[src/rtl/ewait_pkg.sv]
package ewait_pkg;
    typedef enum logic {
        ST_IDLE = 1'b0,
        ST_WAIT = 1'b1
    } ew_state_e;
endpackage

[src/rtl/ewait_sync.sv]
module ewait_sync #(
    parameter int NUM_PINS = 4
) (
    input  logic                clk,
    input  logic                rst_n,
    input  logic [NUM_PINS-1:0] pin_raw,
    output logic [NUM_PINS-1:0] pin_sync
);
    typedef struct packed {
        logic [NUM_PINS-1:0] meta;
        logic [NUM_PINS-1:0] stable;
    } sync_t;

    sync_t sync_d, sync_q;

    always_comb begin
        sync_d        = sync_q;
        sync_d.meta   = pin_raw;
        sync_d.stable = sync_q.meta;
    end

    always_ff @(posedge clk or negedge rst_n) begin
        if (!rst_n) begin
            sync_q <= '0;
        end else begin
            sync_q <= sync_d;
        end
    end

    assign pin_sync = sync_q.stable;
endmodule

[src/rtl/ewait_cfg.sv]
module ewait_cfg #(
    parameter int NUM_PINS   = 4,
    parameter int NUM_SPACES = 4,
    parameter int PIN_W      = 2,
    parameter int CNT_W      = 8,
    parameter int MAX_RST    = 128
) (
    input  logic                        clk,
    input  logic                        rst_n,
    input  logic                        cfg_load,
    input  logic [NUM_PINS-1:0]         cfg_pol,
    input  logic [NUM_SPACES*PIN_W-1:0] cfg_map,
    input  logic [CNT_W-1:0]            cfg_max,
    output logic [NUM_PINS-1:0]         pol_q,
    output logic [NUM_SPACES*PIN_W-1:0] map_q,
    output logic [CNT_W-1:0]            max_q
);
    localparam int MAP_W = NUM_SPACES * PIN_W;

    function automatic logic [MAP_W-1:0] default_map();
        logic [MAP_W-1:0] m;
        m = '0;
        for (int s = 0; s < NUM_SPACES; s++) begin
            m[s*PIN_W +: PIN_W] = PIN_W'(s % NUM_PINS);
        end
        return m;
    endfunction

    localparam logic [MAP_W-1:0] MAP_RST = default_map();

    typedef struct packed {
        logic [NUM_PINS-1:0] pol;
        logic [MAP_W-1:0]    map;
        logic [CNT_W-1:0]    max;
    } cfg_t;

    cfg_t cfg_d, cfg_q;

    always_comb begin
        cfg_d = cfg_q;
        if (cfg_load) begin
            cfg_d.pol = cfg_pol;
            cfg_d.map = cfg_map;
            cfg_d.max = cfg_max;
        end
    end

    always_ff @(posedge clk or negedge rst_n) begin
        if (!rst_n) begin
            cfg_q <= '{pol: '1, map: MAP_RST, max: CNT_W'(MAX_RST)};
        end else begin
            cfg_q <= cfg_d;
        end
    end

    assign pol_q = cfg_q.pol;
    assign map_q = cfg_q.map;
    assign max_q = cfg_q.max;

    AST_CFG_KEEP: assert property (@(posedge clk) disable iff (!rst_n)
        !cfg_load |=> ($stable(pol_q) && $stable(map_q) && $stable(max_q)));
    AST_CFG_TAKE: assert property (@(posedge clk) disable iff (!rst_n)
        cfg_load |=> (pol_q == $past(cfg_pol) && max_q == $past(cfg_max)));
endmodule

[src/rtl/ewait_select.sv]
module ewait_select #(
    parameter int NUM_PINS   = 4,
    parameter int NUM_SPACES = 4,
    parameter int PIN_W      = 2,
    parameter int SP_W       = 2
) (
    input  logic [NUM_PINS-1:0]         pin_sync,
    input  logic [NUM_PINS-1:0]         pol,
    input  logic [NUM_SPACES*PIN_W-1:0] map,
    input  logic [SP_W-1:0]             sel_space,
    output logic                        wait_act
);
    logic [PIN_W-1:0]    field [NUM_SPACES];
    logic [NUM_PINS-1:0] pin_act;

    for (genvar s = 0; s < NUM_SPACES; s++) begin : g_field
        assign field[s] = map[s*PIN_W +: PIN_W];
    end

    for (genvar p = 0; p < NUM_PINS; p++) begin : g_pol
        assign pin_act[p] = (pin_sync[p] == pol[p]);
    end

    always_comb begin
        wait_act = pin_act[field[sel_space]];
    end
endmodule

[src/rtl/ewait_fsm.sv]
module ewait_fsm
    import ewait_pkg::*;
#(
    parameter int NUM_SPACES = 4,
    parameter int SP_W       = 2,
    parameter int CNT_W      = 8
) (
    input  logic                  clk,
    input  logic                  rst_n,
    input  logic                  strobe_end,
    input  logic [SP_W-1:0]       space_idx,
    input  logic [NUM_SPACES-1:0] ew_en,
    input  logic                  wait_act,
    input  logic [CNT_W-1:0]      max_cnt,
    output logic [SP_W-1:0]       sel_space,
    output logic                  hold_strobe,
    output logic                  timeout
);
    typedef struct packed {
        ew_state_e        state;
        logic [CNT_W-1:0] cnt;
        logic [SP_W-1:0]  space;
        logic             tout;
    } fsm_t;

    fsm_t fsm_d, fsm_q;
    logic entry_req;
    logic max_zero;

    always_comb begin
        max_zero  = (max_cnt == '0);
        sel_space = (fsm_q.state == ST_IDLE) ? space_idx : fsm_q.space;
        entry_req = (fsm_q.state == ST_IDLE) && strobe_end && ew_en[space_idx] && wait_act;

        fsm_d      = fsm_q;
        fsm_d.tout = 1'b0;
        case (fsm_q.state)
            ST_IDLE: begin
                if (entry_req) begin
                    if (max_zero) begin
                        fsm_d.tout = 1'b1;
                    end else begin
                        fsm_d.state = ST_WAIT;
                        fsm_d.cnt   = CNT_W'(1);
                        fsm_d.space = space_idx;
                    end
                end
            end
            ST_WAIT: begin
                if (!wait_act) begin
                    fsm_d.state = ST_IDLE;
                end else if (fsm_q.cnt >= max_cnt) begin
                    fsm_d.state = ST_IDLE;
                    fsm_d.tout  = 1'b1;
                end else begin
                    fsm_d.cnt = fsm_q.cnt + CNT_W'(1);
                end
            end
            default: fsm_d.state = ST_IDLE;
        endcase

        hold_strobe = (fsm_q.state == ST_WAIT) || (entry_req && !max_zero);
    end

    always_ff @(posedge clk or negedge rst_n) begin
        if (!rst_n) begin
            fsm_q <= '{state: ST_IDLE, cnt: '0, space: '0, tout: 1'b0};
        end else begin
            fsm_q <= fsm_d;
        end
    end

    assign timeout = fsm_q.tout;

    AST_DISABLED_NO_HOLD: assert property (@(posedge clk) disable iff (!rst_n)
        (fsm_q.state == ST_IDLE && !ew_en[space_idx]) |-> !hold_strobe);
    AST_RELEASE: assert property (@(posedge clk) disable iff (!rst_n)
        (fsm_q.state == ST_WAIT && !wait_act) |=> (fsm_q.state == ST_IDLE && !timeout));
    AST_CNT_NONZERO: assert property (@(posedge clk) disable iff (!rst_n)
        (fsm_q.state == ST_WAIT) |-> (fsm_q.cnt != '0));
    AST_TIMEOUT_SRC: assert property (@(posedge clk) disable iff (!rst_n)
        timeout |-> ($past(fsm_q.state) == ST_WAIT || $past(max_cnt) == '0));
    AST_TIMEOUT_ENDS: assert property (@(posedge clk) disable iff (!rst_n)
        (timeout && $past(fsm_q.state) == ST_WAIT) |-> (fsm_q.state == ST_IDLE));
    AST_ENTRY_CAPTURE: assert property (@(posedge clk) disable iff (!rst_n)
        (entry_req && !max_zero) |=> (fsm_q.state == ST_WAIT && fsm_q.space == $past(space_idx)));
endmodule

[src/rtl/ewait_stretch.sv]
module ewait_stretch #(
    parameter int NUM_PINS   = 4,
    parameter int NUM_SPACES = 4,
    parameter int CNT_W      = 8,
    parameter int MAX_RST    = 128
) (
    input  logic                                     clk,
    input  logic                                     rst_n,
    input  logic                                     cfg_load,
    input  logic [NUM_PINS-1:0]                      cfg_pol,
    input  logic [NUM_SPACES*$clog2(NUM_PINS)-1:0]   cfg_map,
    input  logic [CNT_W-1:0]                         cfg_max,
    input  logic [NUM_PINS-1:0]                      wait_pin,
    input  logic                                     strobe_end,
    input  logic [$clog2(NUM_SPACES)-1:0]            space_idx,
    input  logic [NUM_SPACES-1:0]                    ew_en,
    output logic                                     hold_strobe,
    output logic                                     timeout
);
    localparam int PIN_W = $clog2(NUM_PINS);
    localparam int SP_W  = $clog2(NUM_SPACES);
    localparam int MAP_W = NUM_SPACES * PIN_W;

    logic [NUM_PINS-1:0] pin_sync;
    logic [NUM_PINS-1:0] pol_q;
    logic [MAP_W-1:0]    map_q;
    logic [CNT_W-1:0]    max_q;
    logic [SP_W-1:0]     sel_space;
    logic                wait_act;

    ewait_sync #(.NUM_PINS(NUM_PINS)) u_sync (
        .clk      (clk),
        .rst_n    (rst_n),
        .pin_raw  (wait_pin),
        .pin_sync (pin_sync)
    );

    ewait_cfg #(
        .NUM_PINS   (NUM_PINS),
        .NUM_SPACES (NUM_SPACES),
        .PIN_W      (PIN_W),
        .CNT_W      (CNT_W),
        .MAX_RST    (MAX_RST)
    ) u_cfg (
        .clk      (clk),
        .rst_n    (rst_n),
        .cfg_load (cfg_load),
        .cfg_pol  (cfg_pol),
        .cfg_map  (cfg_map),
        .cfg_max  (cfg_max),
        .pol_q    (pol_q),
        .map_q    (map_q),
        .max_q    (max_q)
    );

    ewait_select #(
        .NUM_PINS   (NUM_PINS),
        .NUM_SPACES (NUM_SPACES),
        .PIN_W      (PIN_W),
        .SP_W       (SP_W)
    ) u_select (
        .pin_sync  (pin_sync),
        .pol       (pol_q),
        .map       (map_q),
        .sel_space (sel_space),
        .wait_act  (wait_act)
    );

    ewait_fsm #(
        .NUM_SPACES (NUM_SPACES),
        .SP_W       (SP_W),
        .CNT_W      (CNT_W)
    ) u_fsm (
        .clk         (clk),
        .rst_n       (rst_n),
        .strobe_end  (strobe_end),
        .space_idx   (space_idx),
        .ew_en       (ew_en),
        .wait_act    (wait_act),
        .max_cnt     (max_q),
        .sel_space   (sel_space),
        .hold_strobe (hold_strobe),
        .timeout     (timeout)
    );
endmodule

[config.mk]
export PLATFORM = sky130hd
export DESIGN_NAME = ewait_stretch
export DESIGN_NICKNAME = d
export VERILOG_FILES = /design/src/rtl/ewait_pkg.sv /design/src/rtl/ewait_sync.sv /design/src/rtl/ewait_cfg.sv /design/src/rtl/ewait_select.sv /design/src/rtl/ewait_fsm.sv /design/src/rtl/ewait_stretch.sv
export SDC_FILE = /design/constraint.sdc
export NUM_CORES = 1
export LEC_CHECK = 0
export ABC_AREA = 1
export BUFFER_PORTS_ARGS = -buffer_cell sky130_fd_sc_hd__buf_2
export CORE_MARGIN = 2
export CORE_UTILIZATION = 48
export DETAILED_ROUTE_END_ITERATION = 12
export PLACE_DENSITY = 0.72
export SLEW_MARGIN = 10
export SYNTH_ARGS = -nofsm -noshare
export SYNTH_HDL_FRONTEND = slang
export SYNTH_HIERARCHICAL = 1
export SYNTH_SLANG_ARGS = --single-unit
[constraint.sdc]
create_clock -name clk -period 5.15 [get_ports clk]
set_input_delay 1.03 -clock clk [delete_from_list [all_inputs] [get_ports clk]]
set_output_delay 1.03 -clock clk [all_outputs]
set_load 0.03 [all_outputs]
==> results of run 1 <==
## cells by family after synthesis
kind of cell / Yosys count / synth area share [%]
buffers and inverters: 33 / 7.581
adder cells (fa/ha/maj): 9 / 5.208
AO/OA/AOI/OAI: 14 / 3.878
XOR/XNOR: 4 / 1.968
flip-flops: 40 / 46.82
AND/OR/NAND/NOR: 171 / 34.55
## cells in the mapped netlist (all sizes together)
master	instances
o21ai	9
nand4	4
dfrtp	31
nand3	20
xnor2	1
nor3	2
dfstp	9
buf	6
nor2	20
and3	1
ha	9
nand2	124
inv	27
xor2	3
a21oi	4
a21o	1
## registers in the layout, indices dropped and copies added (netlist names)
name and count:
u_cfg/max_q 8, u_cfg/map_q 8, u_sync/pin_sync 4, u_sync/sync_d 4
u_cfg/pol_q 4, u_fsm/fsm_q 11, u_fsm/timeout 1
## how the worst max path moves through the flow
stage	depth (start not counted)	slack (ps)	endpoint	start
2_1_floorplan	12	1560	hold_strobe	space_idx[0]
3_5_place_dp	13	1230	hold_strobe	space_idx[0]
3_3_place_gp	13	1340	hold_strobe	space_idx[0]
4_1_cts	13	1210	hold_strobe	space_idx[0]
5_1_grt	13	1040	hold_strobe	space_idx[0]
6_report	13	1190	hold_strobe	space_idx[0]
## where the power goes
group | total [mW] | internal (mW) | switching, mW
registers | 0.397 | 0.356 | 0.0408
clock network | 0.204 | 0.0943 | 0.109
logic | 0.254 | 0.0952 | 0.159
## layer usage
| metal | up-vias | GRT usage, % | wire length, um |
|---|---|---|---|
| met3 | 5 | 3.989 | 195 |
| met4 | 0 | 8.595 | 52 |
| met1 | 781 | 21.36 | 1853 |
| met5 | - | 0 | 0 |
| met2 | 43 | 31.88 | 2009 |
| li1 | 913 | - | - |
## critical path: stages
cell and delay, ps:
buf_2 100, inv_2 50, o21ai_0 440, inv_2 130, nand2_2 90, nand3_2 90, nand3_1 110, nand3_1 90
nand2_1 110, and3_4 210, nand3_4 170, nand2_1 100, buf_2 190
## metrics by stage
stage               instances  power [mW]  hold WS [ps]  cell area, sq um
CTS                       360      0.8637         353.1              2430
detailed placement        352      0.6540         334.7              2342
finish                    360      0.8553         351.6              2430
floorplan                 271      0.5980         331.2              2162
global route              360      0.9202         361.1              2430
global placement          352      0.6452         332.5              2342
## cell type report
class / instances / area, sq um / area share (%)
Multi-Input combinational cell: 198 / 985.9 / 40.58
Timing Repair Buffer: 35 / 175.2 / 7.209
Inverter: 27 / 103.9 / 4.274
Clock buffer: 5 / 68.82 / 2.832
Tap cell: 52 / 65.06 / 2.678
Clock inverter: 3 / 18.77 / 0.7724
Sequential cell: 40 / 1012 / 41.66
==> reports/results.tsv, run 1 <==
metric	value	unit
FF-to-FF Start	u_fsm/fsm_q[11]	
Worst Min Path Start	u_sync/sync_d[0]	
initial antenna violation count	0	
register area share after synthesis	46.82	%
worst clock skew	5.709	ps
fin crit period	3960	ps
Final Hold Vio Count	0	
Routed Antenna Nets	0	
Pleak	1.340	nW
cell row count	24	
Slew @ Worst Pin	880.1	ps
detailed-route DRC error count	0	
max-cap viol count	0	
critical path endpoint category	primary output	
Worst Setup Path Type	input pin to primary output	
Final #Nets	350	
Slew Viols, Final	0	
period utilization	76.89	%
vias in the first global route	1798	
Antenna diodes	0	
worst-case clock buffer depth	2	
Core ar.	4354	sq um
FF+latch count, synth	40	
# H-tree levels	2	
clock-pin slew on the worst setup and hold paths	80	ps
wirelength, routed	4.111	mm
fill count	410	
worst r2r path cells	13	
GRT overflow	0	
PostCTS Resize Cnt	0	
commonest non-fill, non-tap cell in the layout	nand2_1	
Synth cell types	29	
most frequent cells in the layout	121 x nand2_1, 35 x buf_2, 31 x dfrtp_1	
gpl congestion	0.8534	
dpl ws	1231	ps
clock latency at the later pin of the worst-skew pair	290	ps
Hold EP	u_sync/pin_sync[0]	
die width	71.12	um
share of cells above drive strength 1	24.68	%
max frequency	0.2525	GHz
I/O pin count	36	
worst vdd ir	0.1986	mV
Pre-Repair DR Iteration Count	4	
Initial Utilization	49.66	%
post-synthesis cell count	271	
final setup TNS	0	ps
total number of vias	1742	
syn nets	314	
All-Layer GR Usage	18.27	%
Root Buffer	clkbuf_8	
port buffer count	35	
vias per cell	4.839	
top post-synthesis cells by area	dfrtp_1 36%, nand2_1 21%, dfstp_2 11%	
FF-to-FF End	u_fsm/fsm_q[10]	
CTS buffer count	5	
startpoint class of the critical path	input pin	
Worst EP arrival	2930	ps
largest net degree at the start of global routing	41	
outcome	completed	
Hold Path Stages	0	
Avg Cell Area, Syn	7.978	sq um
TritonCTS clock tree	done	
routed length per instance	11.42	um
Slew HR	41.33	%
Mapped Area	2162	sq um
CP max FO	14	
Yosys top cell area share	35.88	%
Final Util	55.80	%
cell taking the most area after synthesis	dfrtp_1	
Hold Crit Class	flip-flop to flip-flop	
Die ar.	5057	sq um
die height	71.12	um
Synth-to-Final Area Change	12.38	%
Final HPWL DP	2.968	mm
pwr/cell area	352.0	nW/um^2
CP required	4120	ps
final number of setup-violating endpoints	0	
Ys Warns	6	
Post-CTS Setup Bufs	0	
# clock sinks	40	
setup slack, reg-to-reg	2680	ps
RSZ-0062 raised after global routing	false	
global-route wire length before repair	7.320	mm
Hold Buf Count CTS	0	
worst setup margin	1190	ps
Detailed Route Iter0 Violations	93	
Note: power is estimated with default switching activity, not from simulation.
==> inputs of run 2 (changes only) <==
- ABC_AREA: 1 -> 0
- PLACE_DENSITY: 0.72 -> 0.75
- clock period: 5.15 -> 3.4 ns (I/O delays scaled with it)
==> run 2 against run 1 <==
Routed wire length shrank 8.7%. Die area shrank 5.8%. Combinational power grew 54%. Non-clock buffer count grew 2. Sequential power grew 55%. Largest cell class unchanged. Critical path depth shrank 5. Worst hold slack gained 1.7 ps. Sequential cell count is the same. Critical path type is now flip-flop to primary output. Critical endpoint unchanged. Synthesized cell count shrank 46%. Highest routed layer unchanged. Worst setup slack lost 1000 ps. Area after synthesis shrank 6.2%.
==> reports/results.tsv, run 2 <==
metric	value	unit
final number of setup-violating endpoints	0	
Combinational Power Share	28.1	%
switch share	30.02	%
share of cells above drive strength 1	47.62	%
I/O pin count	36	
Hold EP	u_sync/pin_sync[3]	
Worst Setup Path Type	flip-flop to primary output	
Final Hold Vio Count	0	
Routed Antenna Nets	0	
Biggest register	u_fsm/fsm_q	
Avg Cell Area, Syn	13.80	sq um
clock network power share	27.5	%
clock-pin slew on the worst setup and hold paths	70	ps
Synth cell types	38	
Ys Warns	6	
final setup TNS	0	ps
PostCTS Resize Cnt	0	
RSZ-0062 raised after global routing	false	
FF-to-FF Start	u_fsm/fsm_q[11]	
global-route wire length before repair	6.499	mm
post-synthesis cell count	147	
CTS buffer count	5	
vias in the first global route	1388	
worst r2r path cells	9	
initial antenna violation count	0	
setup slack, reg-to-reg	550	ps
Final HPWL DP	2.856	mm
clock latency at the later pin of the worst-skew pair	290	ps
Async SR Flop Fraction	100.0	%
period utilization	95.81	%
Slew Viols, Final	0	
gpl congestion	0.8579	
routed length per instance	15.71	um
number of synthesized flops with an enable pin	0	
cell row count	23	
Hold Path Stages	0	
GRT overflow	0	
worst hold slack	353.2	ps
fin crit period	3257	ps
Internal Power	0.9737	mW
top cells by instance count after synthesis	31 x dfrtp_1, 20 x mux2_4, 13 x inv_1	
max-cap viol count	0	
die height	69.01	um
pwr/cell area	589.1	nW/um^2
Detailed Route Iter0 Violations	71	
Post-CTS Setup Bufs	0	
Pre-Repair DR Iteration Count	4	
syn nets	190	
detailed-route DRC error count	0	
Die ar.	4762	sq um
FF+latch count, synth	40	
P_sw	0.4178	mW
All-Layer GR Usage	17.58	%
sequential share of power	44.4	%
# H-tree levels	2	
die width	69.01	um
Mapped Area	2028	sq um
cell taking the most area after synthesis	dfrtp_1	
Pleak	1.190	nW
Largest register FFs	11	
crit path from	u_fsm/fsm_q[11]	
Root Buffer	clkbuf_8	
most frequent cells in the layout	34 x buf_2, 30 x dfrtp_1, 20 x mux2_4	
Hold Buf Count CTS	0	
vias per cell	5.381	
max frequency	0.3070	GHz
cell with the most instances after synthesis	dfrtp_1	
ys flop type	dfrtp_1	
CP required	2720	ps
Slew @ Worst Pin	859.4	ps
startpoint class of the critical path	flip-flop	
Synth-to-Final Area Change	16.47	%
largest net degree at the start of global routing	41	
register area share after synthesis	49.91	%
area occupied by multi-input gates	933.4	sq um
total number of vias	1286	
Worst Min Path Start	u_sync/sync_d[3]	
# clock sinks	40	
critical path endpoint category	primary output	
top post-synthesis cells by area	dfrtp_1 38%, mux2_4 15%, dfstp_2 12%	
CP max FO	5	
Core ar.	4029	sq um
Final #Nets	231	
worst vdd ir	0.3249	mV
wirelength, routed	3.755	mm
outcome	completed	
Register Area	1013	sq um
worst-case clock buffer depth	2	
Slew HR	42.71	%
Hold Crit Class	flip-flop to flip-flop	
Antenna diodes	0	
worst clock skew	6.818	ps
Worst EP arrival	2580	ps
commonest non-fill, non-tap cell in the layout	buf_2	
port buffer count	35	
TritonCTS clock tree	done	
Yosys top cell area share	38.25	%
fill count	346	
Initial Utilization	50.34	%
FF-to-FF End	u_fsm/fsm_q[8]	
run 2: changes by cell type after synthesis, moves of 4 or more:
cell and delta:
inv_1 -5, inv_2 -8, mux2_2 +4, mux2_4 +20
nand2_1 -115, nand3_1 -14, nor2_1 -15, xnor2_1 +5
run 2: power by group through the flow:
stage               Sequential, mW  Combinational (mW)  Clock, mW
global placement             0.619               0.368          0
floorplan                    0.611               0.295          0
CTS                          0.616               0.391      0.394
global route                 0.627               0.429      0.417
finish                       0.617               0.392      0.383
detailed placement           0.624               0.385          0
run 2: layout make-up:
type	instances	area share, %
inverter	13	2.066
clock inverter	3	1.801
clock buffer	5	2.913
multi-input combinational	91	39.51
sequential	40	42.90
timing repair buffer	37	8.157
tap	50	2.648
run 2: layer usage:
layer | GRT usage (%) | up-vias | part of all wire [%]
li1 | - | 606 | -
met1 | 20.40 | 640 | 44
met2 | 30.13 | 36 | 51
met3 | 5.702 | 4 | 4.6
met4 | 6.754 | 0 | 0.83
met5 | 0 | - | 0
run 2: worst max-delay path, stage by stage, from the launching register on:
cell and delay, ps:
dfrtp_2 430, mux2_2 380, mux4_2 470, mux2i_1 140
mux2i_1 170, inv_2 80, a2111o_1 360, nand2_1 80
clkbuf_4 180
run 2: worst max-delay path by stage:
| stage | end | slack (ps) | cells after the start |
|---|---|---|---|
| 4_1_cts | hold_strobe | 80 | 8 |
| 5_1_grt | hold_strobe | 1 | 8 |
| 6_report | hold_strobe | 140 | 8 |
| 2_1_floorplan | hold_strobe | 310 | 7 |
| 3_5_place_dp | hold_strobe | 130 | 9 |
| 3_3_place_gp | hold_strobe | 160 | 9 |
run 2: cell families after synthesis:
group | count (synthesis) | synth area share (%)
mux | 30 | 22.21
flops | 40 | 49.91
simple gates | 28 | 7.465
fa+ha+maj | 9 | 5.552
compound gates | 17 | 7.773
xor+xnor | 7 | 3.023
buf+inv | 16 | 4.072
run 2: through the flow:
stage | setup slack (ps) | instances | power (mW) | util, % | instance area [sq um]
after detailed placement | 133.6 | 231 | 1.009 | 55.78 | 2247
final | 142.5 | 239 | 1.392 | 58.63 | 2362
after global placement | 157.2 | 231 | 0.9868 | 55.78 | 2247
after CTS | 80.83 | 239 | 1.400 | 58.54 | 2359
after global routing | 1.329 | 239 | 1.473 | 58.63 | 2362
after floorplan | 313.7 | 147 | 0.9069 | - | 2028
==> inputs of run 3 (changes only) <==
- PLACE_DENSITY: 0.75 -> 0.72
- clock period: 3.4 -> 3.18 ns (I/O delays scaled with it)
==> run 3 against run 2 <==
Clock power increased by 7.3%. Sequential power increased by 6.5%. Global-route usage increased by 0.67 points. Largest power group unchanged. Highest routed layer unchanged. Routed wire length increased by 4.0%. Combinational power increased by 15%.
==> reports/results.tsv, run 3 (same netlist as run 2, synthesis figures left out) <==
metric	value	unit
Slew @ Worst Pin	868.4	ps
pwr/cell area	633.0	nW/um^2
area occupied by multi-input gates	939.7	sq um
total number of vias	1285	
Hold Crit Class	flip-flop to flip-flop	
final number of setup-violating endpoints	0	
Slew Viols, Final	0	
non-filler instance count after layout	242	
fill count	342	
worst clock skew	1.598	ps
die width	69.01	um
Initial Utilization	50.34	%
routed length per instance	16.14	um
Final HPWL DP	2.832	mm
GRT overflow	0	
die height	69.01	um
vias per cell	5.310	
CP required	2540	ps
initial antenna violation count	0	
Slew HR	42.11	%
Pre-Repair DR Iteration Count	4	
Worst EP arrival	2380	ps
I/O pin count	36	
fin crit period	3016	ps
Detailed Route Iter0 Violations	78	
Biggest register	u_fsm/fsm_q	
worst vdd ir	0.3725	mV
outcome	completed	
All-Layer GR Usage	18.25	%
wirelength, routed	3.907	mm
Synth-to-Final Area Change	18.26	%
Root Buffer	clkbuf_8	
# clock sinks	40	
worst-case clock buffer depth	2	
share of cells above drive strength 1	48.44	%
period utilization	94.85	%
Worst Setup Path Type	flip-flop to primary output	
global-route wire length before repair	6.900	mm
largest net degree at the start of global routing	41	
clock latency at the later pin of the worst-skew pair	280	ps
detailed-route DRC error count	0	
Core ar.	4029	sq um
max-cap viol count	0	
Die ar.	4762	sq um
max frequency	0.3316	GHz
critical path endpoint category	primary output	
Pleak	1.212	nW
# H-tree levels	2	
Hold Buf Count CTS	0	
Register Area	1013	sq um
cell row count	23	
commonest non-fill, non-tap cell in the layout	buf_2	
Largest register FFs	11	
cell count after placement	232	
startpoint class of the critical path	flip-flop	
final setup TNS	0	ps
Antenna diodes	0	
Final Hold Vio Count	0	
port buffer count	35	
Final #Nets	234	
clock-pin slew on the worst setup and hold paths	80	ps
most frequent cells in the layout	34 x buf_2, 30 x dfrtp_1, 21 x mux2_4	
gpl congestion	0.7639	
CP max FO	4	
Routed Antenna Nets	0	
vias in the first global route	1440	
RSZ-0062 raised after global routing	false	
CTS buffer count	5	
TritonCTS clock tree	done	
[run 3: worst paths after layout]
path                                      endpoint  slack [ps]             start  depth (start not counted)
worst min-delay path            u_sync/pin_sync[0]         360  u_sync/sync_d[0]                          0
worst max-delay path                   hold_strobe         160   u_fsm/fsm_q[11]                          8
worst max register to register      u_fsm/fsm_q[8]         480   u_fsm/fsm_q[11]                          9
max in group asynchronous          u_fsm/fsm_q[11]        2120             rst_n                          1
worst min register to register  u_sync/pin_sync[0]         360  u_sync/sync_d[0]                          0
min in group asynchronous           u_cfg/max_q[1]         460             rst_n                          1
[run 3: critical path: stages (launching register included)]
cell and delay [ps]:
dfrtp_2 440, mux2_4 320, mux4_2 460, mux2i_1 140
mux2i_1 140, inv_1 70, a2111o_1 310, nand2_2 90
buf_6 130
[run 3: metal layers]
metal | share of wire (%) | GRT usage (%) | vias up
li1 | - | - | 610
met1 | 42 | 22.14 | 634
met2 | 51 | 30.56 | 35
met3 | 5.1 | 5.556 | 6
met4 | 1.2 | 6.754 | 0
met5 | 0 | 0 | -
[run 3: final cells by class]
type,instances,share of cell area (%)
Tap cell,50,2.608
Sequential cell,40,42.25
Clock buffer,5,2.869
Timing Repair Buffer,40,9.129
Multi-Input combinational cell,91,39.18
Inverter,13,2.034
Clock inverter,3,1.930
[run 3: repair_timing]
item                                    CTS  global route
buffers inserted                          0             2
endpoints found under the setup margin    1             1
gates resized for setup                   2             3
pin swaps                                 0             1
[run 3: where the power goes]
part	total, mW	switching [mW]	internal, mW	leakage (nW)
logic	0.451	0.212	0.239	0.685
clock network	0.411	0.175	0.236	0.0548
registers	0.657	0.0631	0.594	0.472
[run 3: stage by stage]
step	hold slack [ps]	total power [mW]	setup slack [ps]	area (sq um)	util, %
after floorplan	331.2	0.9697	181.7	2028	-
after global placement	333.1	1.066	67.12	2255	55.96
after detailed placement	345.1	1.088	56.74	2255	55.96
after CTS	363.9	1.518	32.30	2374	58.91
after global routing	378.1	1.626	37.32	2399	59.53
final	361.7	1.518	163.9	2399	59.53
